--- config.mk ---
export PLATFORM = sky130hd
export DESIGN_NAME = serial_crc_div
export DESIGN_NICKNAME = d
export VERILOG_FILES = /design/src/rtl/crc_div_pkg.sv /design/src/rtl/crc_div_ctrl.sv /design/src/rtl/crc_div_dp.sv /design/src/rtl/serial_crc_div.sv
export SDC_FILE = /design/constraint.sdc
export NUM_CORES = 1
export LEC_CHECK = 0
export ABC_AREA = 1
export BUFFER_PORTS_ARGS = -buffer_cell sky130_fd_sc_hd__buf_4
export CAP_MARGIN = 0
export CORE_ASPECT_RATIO = 1.25
export CORE_MARGIN = 5
export CORE_UTILIZATION = 41
export DETAILED_ROUTE_END_ITERATION = 12
export GPL_TIMING_DRIVEN = 0
export SYNTH_ARGS = -nofsm -noshare
export SYNTH_HDL_FRONTEND = slang
export SYNTH_HIERARCHICAL = 1
export SYNTH_SLANG_ARGS = --single-unit
--- constraint.sdc ---
create_clock -name clk -period 1.9 [get_ports clk]
set_input_delay 0.19 -clock clk [delete_from_list [all_inputs] [get_ports clk]]
set_output_delay 0.19 -clock clk [all_outputs]
set_load 0.02 [all_outputs]
--- src/rtl/crc_div_pkg.sv ---
package crc_div_pkg;

  typedef enum logic [1:0] {
    ST_IDLE  = 2'd0,
    ST_FEED  = 2'd1,
    ST_FLUSH = 2'd2
  } div_state_t;

  typedef struct packed {
    logic clear;    // zero the register this edge
    logic shift;    // perform one division step this edge
    logic useZero;  // step input is forced to zero (flush)
  } div_strobe_t;

endpackage

--- src/rtl/crc_div_ctrl.sv ---
module crc_div_ctrl
  import crc_div_pkg::*;
#(
  parameter int POLY_DEG = 16
) (
  input  logic        clk,
  input  logic        rst_n,
  input  logic        start,
  input  logic        bitValid,
  input  logic        bitLast,
  output div_strobe_t strobe,
  output logic        busy,
  output logic        done,
  output logic        resultValid
);

  localparam int CNT_W = $clog2(POLY_DEG + 1);
  localparam logic [CNT_W-1:0] LAST_STEP = CNT_W'(POLY_DEG - 1);

  div_state_t       stateQ;
  logic [CNT_W-1:0] flushCnt;
  logic             lastFlush;

  assign lastFlush = (stateQ == ST_FLUSH) && (flushCnt == LAST_STEP) && !start;
  assign busy      = (stateQ != ST_IDLE);

  always_comb begin
    strobe = '0;
    if (start) begin
      strobe.clear = 1'b1;
    end else begin
      case (stateQ)
        ST_FEED:  strobe.shift = bitValid;
        ST_FLUSH: begin
          strobe.shift   = 1'b1;
          strobe.useZero = 1'b1;
        end
        default: ;
      endcase
    end
  end

  always_ff @(posedge clk or negedge rst_n) begin
    if (!rst_n) begin
      stateQ      <= ST_IDLE;
      flushCnt    <= '0;
      done        <= 1'b0;
      resultValid <= 1'b0;
    end else begin
      done <= lastFlush;
      if (start) begin
        stateQ      <= ST_FEED;
        flushCnt    <= '0;
        resultValid <= 1'b0;
      end else begin
        case (stateQ)
          ST_FEED: begin
            if (bitValid && bitLast) begin
              stateQ   <= ST_FLUSH;
              flushCnt <= '0;
            end
          end
          ST_FLUSH: begin
            if (lastFlush) begin
              stateQ      <= ST_IDLE;
              resultValid <= 1'b1;
            end else begin
              flushCnt <= flushCnt + 1'b1;
            end
          end
          default: ;
        endcase
      end
    end
  end

  AST_DONE_SINGLE: assert property (@(posedge clk) disable iff (!rst_n)
    done |=> !done);
  AST_DONE_AFTER_FLUSH: assert property (@(posedge clk) disable iff (!rst_n)
    done |-> ($past(stateQ) == ST_FLUSH));
  AST_FLUSH_BOUND: assert property (@(posedge clk) disable iff (!rst_n)
    (stateQ == ST_FLUSH) |-> (flushCnt < CNT_W'(POLY_DEG)));
  AST_DONE_VALID: assert property (@(posedge clk) disable iff (!rst_n)
    done |-> resultValid);

endmodule

--- src/rtl/crc_div_dp.sv ---
module crc_div_dp
  import crc_div_pkg::*;
#(
  parameter int                  POLY_DEG  = 16,
  parameter logic [POLY_DEG-1:0] POLY_TAPS = 16'h1021
) (
  input  logic                clk,
  input  logic                rst_n,
  input  div_strobe_t         strobe,
  input  logic                bitIn,
  output logic [POLY_DEG-1:0] remQ
);

  logic [POLY_DEG-1:0] remNxt;
  logic                topBit;
  logic                stepIn;

  assign topBit = remQ[POLY_DEG-1];
  assign stepIn = strobe.useZero ? 1'b0 : bitIn;

  // One long-division step: shift the new bit in at the bottom and
  // subtract g(x) whenever a 1 leaves the top stage.
  for (genvar j = 0; j < POLY_DEG; j++) begin : g_stage
    if (j == 0) begin : g_bottom
      assign remNxt[j] = stepIn ^ (POLY_TAPS[j] & topBit);
    end else begin : g_upper
      assign remNxt[j] = remQ[j-1] ^ (POLY_TAPS[j] & topBit);
    end
  end

  always_ff @(posedge clk or negedge rst_n) begin
    if (!rst_n) begin
      remQ <= '0;
    end else if (strobe.clear) begin
      remQ <= '0;
    end else if (strobe.shift) begin
      remQ <= remNxt;
    end
  end

  AST_CLEAR_ZERO: assert property (@(posedge clk) disable iff (!rst_n)
    strobe.clear |=> (remQ == '0));
  AST_HOLD_NO_STEP: assert property (@(posedge clk) disable iff (!rst_n)
    (!strobe.clear && !strobe.shift) |=> $stable(remQ));

endmodule

--- src/rtl/serial_crc_div.sv ---
module serial_crc_div
  import crc_div_pkg::*;
#(
  parameter int                  POLY_DEG  = 16,
  parameter logic [POLY_DEG-1:0] POLY_TAPS = 16'h1021
) (
  input  logic                clk,
  input  logic                rst_n,
  input  logic                start,
  input  logic                bitValid,
  input  logic                bitIn,
  input  logic                bitLast,
  output logic [POLY_DEG-1:0] remainder,
  output logic                busy,
  output logic                done,
  output logic                resultValid,
  output logic                chkErr
);

  div_strobe_t strobe;

  crc_div_ctrl #(
    .POLY_DEG (POLY_DEG)
  ) u_ctrl (
    .clk         (clk),
    .rst_n       (rst_n),
    .start       (start),
    .bitValid    (bitValid),
    .bitLast     (bitLast),
    .strobe      (strobe),
    .busy        (busy),
    .done        (done),
    .resultValid (resultValid)
  );

  crc_div_dp #(
    .POLY_DEG  (POLY_DEG),
    .POLY_TAPS (POLY_TAPS)
  ) u_dp (
    .clk    (clk),
    .rst_n  (rst_n),
    .strobe (strobe),
    .bitIn  (bitIn),
    .remQ   (remainder)
  );

  assign chkErr = resultValid && (remainder != '0);

  AST_REM_FROZEN: assert property (@(posedge clk) disable iff (!rst_n)
    (resultValid && !start) |=> $stable(remainder));
  AST_ERR_NEEDS_RESULT: assert property (@(posedge clk) disable iff (!rst_n)
    chkErr |-> resultValid);

endmodule

After elaboration in Yosys (flattened, before gate mapping)
Index checks and enable logic that the tools add are counted.
W data, S select, Z words.
{ "classes": {"addsub": 1, "eq_ne": 6, "mux": 18, "bitwise_logic": 3, "n_reduce_logical": 14} }
{ "ops": {"columns": ["op", "count"], "rows": [
  ["$mux W16", 2],
  ["$reduce_bool A16 Y1", 1],
  ["$mux W5", 3],
  ["$pmux W5 S2", 1],
  ["$mux W2", 4],
  ["$reduce_bool A2 Y1", 4],
  ["$mux W1", 6],
  ["$ne A3 B2 Y1 const B", 2],
  ["$reduce_and A3 Y1", 2],
  ["$add A5 B1 Y5 const B", 1],
  ["$eq A5 B4 Y1 const B", 1],
  ["$logic_and A1 B1 Y1", 4],
  ["$pmux W2 S2", 1],
  ["$ne A3 B3 Y1 const B", 1],
  ["$reduce_bool A3 Y1", 1],
  ["$xor A1 B1 Y1", 3],
  ["$eq A2 B1 Y1 const B", 1],
  ["$eq A2 B2 Y1 const B", 1],
  ["$pmux W1 S2", 1],
  ["$reduce_and A2 Y1", 1],
  ["$logic_not A1 Y1", 1]
]} }
{ "totals": {"regBits": 25, "out_inout_bits": 20} }

Logic depth before layout (Yosys ltp)
{ "logic_depth": {"ltp_word": 7, "mapped_depth": 9, "ltp_nobuf": 9} }

By module
The synthesis kept the hierarchy.
{ "by_module_without_submodules": {"columns": ["module", "n_inst", "cells_each", "area_each_um2"], "rows": [
  ["crc_div_dp", 1, 67, 636.9],
  ["crc_div_ctrl", 1, 66, 540.5],
  ["serial_crc_div", 1, 16, 61.3]
]} }

Least setup slack after synthesis
No wires, ideal clock.
{ "synth_timing": {"kind": "reg-to-reg", "startpoint": "register u_ctrl.stateQ[0]", "endpoint": "register u_dp.remQ[15]", "setup_ps": 127, "arrival_time_ps": 1282, "t_required_ps": 1773, "path_slack_ps": 491, "stages_incl_launch_ff": 9, "n_path_buf": 1, "synth_period_minus_slack_ps": 1409, "cell_sequence": "dfrtp_1 -> inv_1 -> ha_1 -> nand2_1 -> a21oi_1 -> inv_1 -> nand2_2 -> buf_2 -> o22ai_1"} }
{ "synth_lines": {"columns": ["item", "line", "source"], "rows": [
  ["from (decl)", "crc_div_ctrl.sv:20", "div_state_t stateQ;"],
  ["from (signal assigned)", "crc_div_ctrl.sv:45", "stateQ <= ST_IDLE;"],
  ["from (signal assigned)", "crc_div_ctrl.sv:52", "stateQ <= ST_FEED;"],
  ["from (signal assigned)", "crc_div_ctrl.sv:59", "stateQ <= ST_FLUSH;"],
  ["to (signal assigned)", "crc_div_dp.sv:37", "remQ <= remNxt;"],
  ["to (decl)", "crc_div_dp.sv:11", "output logic [POLY_DEG-1:0] remQ"]
]} }

==> qor.csv <==
metric;value;unit
status;complete, no violations;
cts_buffer_depth;2;
cts_sinks;25;
place.gp.congestion;0.7820;
overflow;0;
cts_tree;yes;
syn-num-nets;160;
place_inst;210;
synth_area_leader_cell;dfrtp_1;
antenna-diode-count;0;
clock_skew;8.453;ps
cp_max_fo;10;
vias;1037;
finalCriticalPeriod;1682;ps
drv_slew;0;
fp.dieArea;4227;sq um
cp.arrival;1880;ps
clockPowerShare;0.254;
hold_path_depth;4;
ys_types;19;
min_from;bitIn;
syn_to_final_growth;21.72;%
ys_warn_count;6;
routedWlPerCell;12.21;um
rows;22;
drive_above_1_share;0.2291;
path_cells;inv_1, ha_1, nand2_1, a21oi_1, inv_1, nand2_2, buf_2, o22ai_1;
combPwrFrac;0.144;
power.total;0.9142;mW
critPathSlowestCell;dfrtp_1;
gr-usage-all-layers;0.1354;
cp-start-kind;flop;
r2r-end;u_dp/remQ[8];
ant_nets;0;
synth.avg_cell_area;8.313;sq um
p_sw;0.2446;mW
io_pins;26;
rsz0062_at_grt;false;
fillers;314;
final_cell_mix;nand2_1 (34), inv_1 (29), buf_4 (26), dfrtp_1 (25), nor2_1 (13);
clk_latency;310;ps
cts_inserted_buffers;3;
yosys.area.top_type_share;0.5051;
crit_path_end_kind;flop;
worst_ep_required_time;2090;ps
r2r_setup_slack;220;ps
cp_common_cell;inv_1;
hold_class;input port to flop;
worstMarginPinSlew;316.1;ps
drtIter0Drc;30;
cts-resized-gates;0;
vias_per_cell;4.823;
htree_levels;1;
die_x;59.16;um
reg2reg_depth;8;
clkTransAtPathRegs;130;ps
port_buffers;25;
pwr_density_cell;606.4;nW/um^2
hold_viol;0;
worstReg2RegStart;u_ctrl/stateQ[0];
grt_max_degree;26;
swShare;0.2675;
drc;0;
hold_buffers;1;
sequentialPowerShare;0.602;
nets;191;
synth_cells;149;
ys_top_cells_by_area;dfrtp_1 (51%), nand2_1 (10%), inv_1 (8.8%);
syn_area;1239;sq um
start_util;0.4245;
antenna_found_initial;0;
peakVddDrop;335.0;uV
fmax;0.5947;GHz
totalNegativeSetupSlack;0;ps
postCtsSetupBuffers;0;
yosysSeqAreaShare;0.5051;
synth-seq-cells;25;
internal-power;0.6697;mW
max-slew-margin-rel;0.7893;
slowest_delay;400;ps
grt_pass1_wl;4464;um
setup_viol;0;
cts_root_buffer;clkbuf_4;
drv_cap;0;
worstSetupPathType;flop to flop;
final_cells;215;
die_h;71.46;um
grt_pass1_vias;1029;
finalCritPeriodShare;0.8850;
dp_hpwl;2041;um
core_area;2918;sq um
final_common_cell;nand2_1;
p_leak;0.7950;nW
min_to;u_dp/remQ[0];
drtPass1Iterations;5;
wl;2626;um
## how the worst max path moves through the flow
stage,startpoint,endpoint,cells after the start
after global placement,u_ctrl/stateQ[0],u_dp/remQ[2],8
after floorplan,u_ctrl/stateQ[0],u_dp/remQ[15],8
after detailed placement,u_ctrl/stateQ[0],u_dp/remQ[13],8
after CTS,u_ctrl/stateQ[0],u_dp/remQ[13],8
final,u_ctrl/stateQ[0],u_dp/remQ[8],8
after global routing,u_ctrl/stateQ[0],u_dp/remQ[12],8
## stage by stage
stage / cell area, sq um / util / hold slack (ps) / worst slack, ps
after floorplan: 1239 / - / -105.6 / 490.9
after global placement: 1471 / 0.5043 / 111.4 / 288.2
after detailed placement: 1471 / 0.5043 / 115.1 / 246.5
after CTS: 1508 / 0.5167 / 170.5 / 221.5
after global routing: 1508 / 0.5167 / 172.7 / 85.83
final: 1508 / 0.5167 / 180.2 / 218.5
## critical path, delay by kind of cell (launching register included)
kind	cells	cell delay, ps
buf+inv	3	420
flops	1	400
compound gates	2	290
fa+ha+maj	1	280
simple gates	2	180
## per-layer routing
metal / track usage / part of all wire / vias to the layer above
met5: 0 / 0 / -
li1: - / - / 527
met2: 0.2420 / 0.53 / 21
met4: 0.06045 / 0.0080 / 0
met1: 0.1506 / 0.42 / 487
met3: 0.02703 / 0.045 / 2
## kinds of logic (layout without fill, tap and decap cells)
logic type / after synthesis / in the layout / share of synthesized area
compound gates: 21 / 21 / 0.1000
simple gates: 64 / 64 / 0.2364
buf+inv: 34 / 64 / 0.1081
fa+ha+maj: 5 / 5 / 0.05051
flops: 25 / 25 / 0.5051
## power groups by stage
| stage | clock network, mW | registers [mW] | logic (mW) |
|---|---|---|---|
| finish | 0.233 | 0.550 | 0.131 |
| global route | 0.275 | 0.553 | 0.149 |
| CTS | 0.245 | 0.551 | 0.133 |
| detailed placement | 0 | 0.561 | 0.131 |
| global placement | 0 | 0.560 | 0.127 |
| floorplan | 0 | 0.561 | 0.0832 |
## flip-flops by register name (all words and copies together) (netlist names)
name,flops
u_ctrl/resultValid,1
u_ctrl/done,1
u_ctrl/flushCnt,5
u_dp/remQ,16
u_ctrl/stateQ,2
## area by class of cell
cell class | count | area, sq um | area share
plain buffers | 3 | 17.52 | 0.01162
clock buffers | 4 | 26.28 | 0.01743
inverters | 31 | 116.4 | 0.07718
multi-input cells | 90 | 479.2 | 0.3178
flip-flops and latches | 25 | 625.6 | 0.4149
well taps | 36 | 45.04 | 0.02988
repair buffers | 26 | 197.7 | 0.1311
## Yosys cell counts
cell,count
o22ai_1,12
or2_2,1
nand3_1,10
nand2_2,1
o21ai_2,1
dfrtp_1,25
nand2_4,2
ha_1,5
nor2_4,1
a21oi_1,2
o21ai_0,4
nor2_1,13
o21ai_1,2
nand3_2,2
nand2_1,34
buf_2,2
buf_4,1
inv_1,29
inv_2,2
No activity file was read; power rests on OpenSTA's default activity.
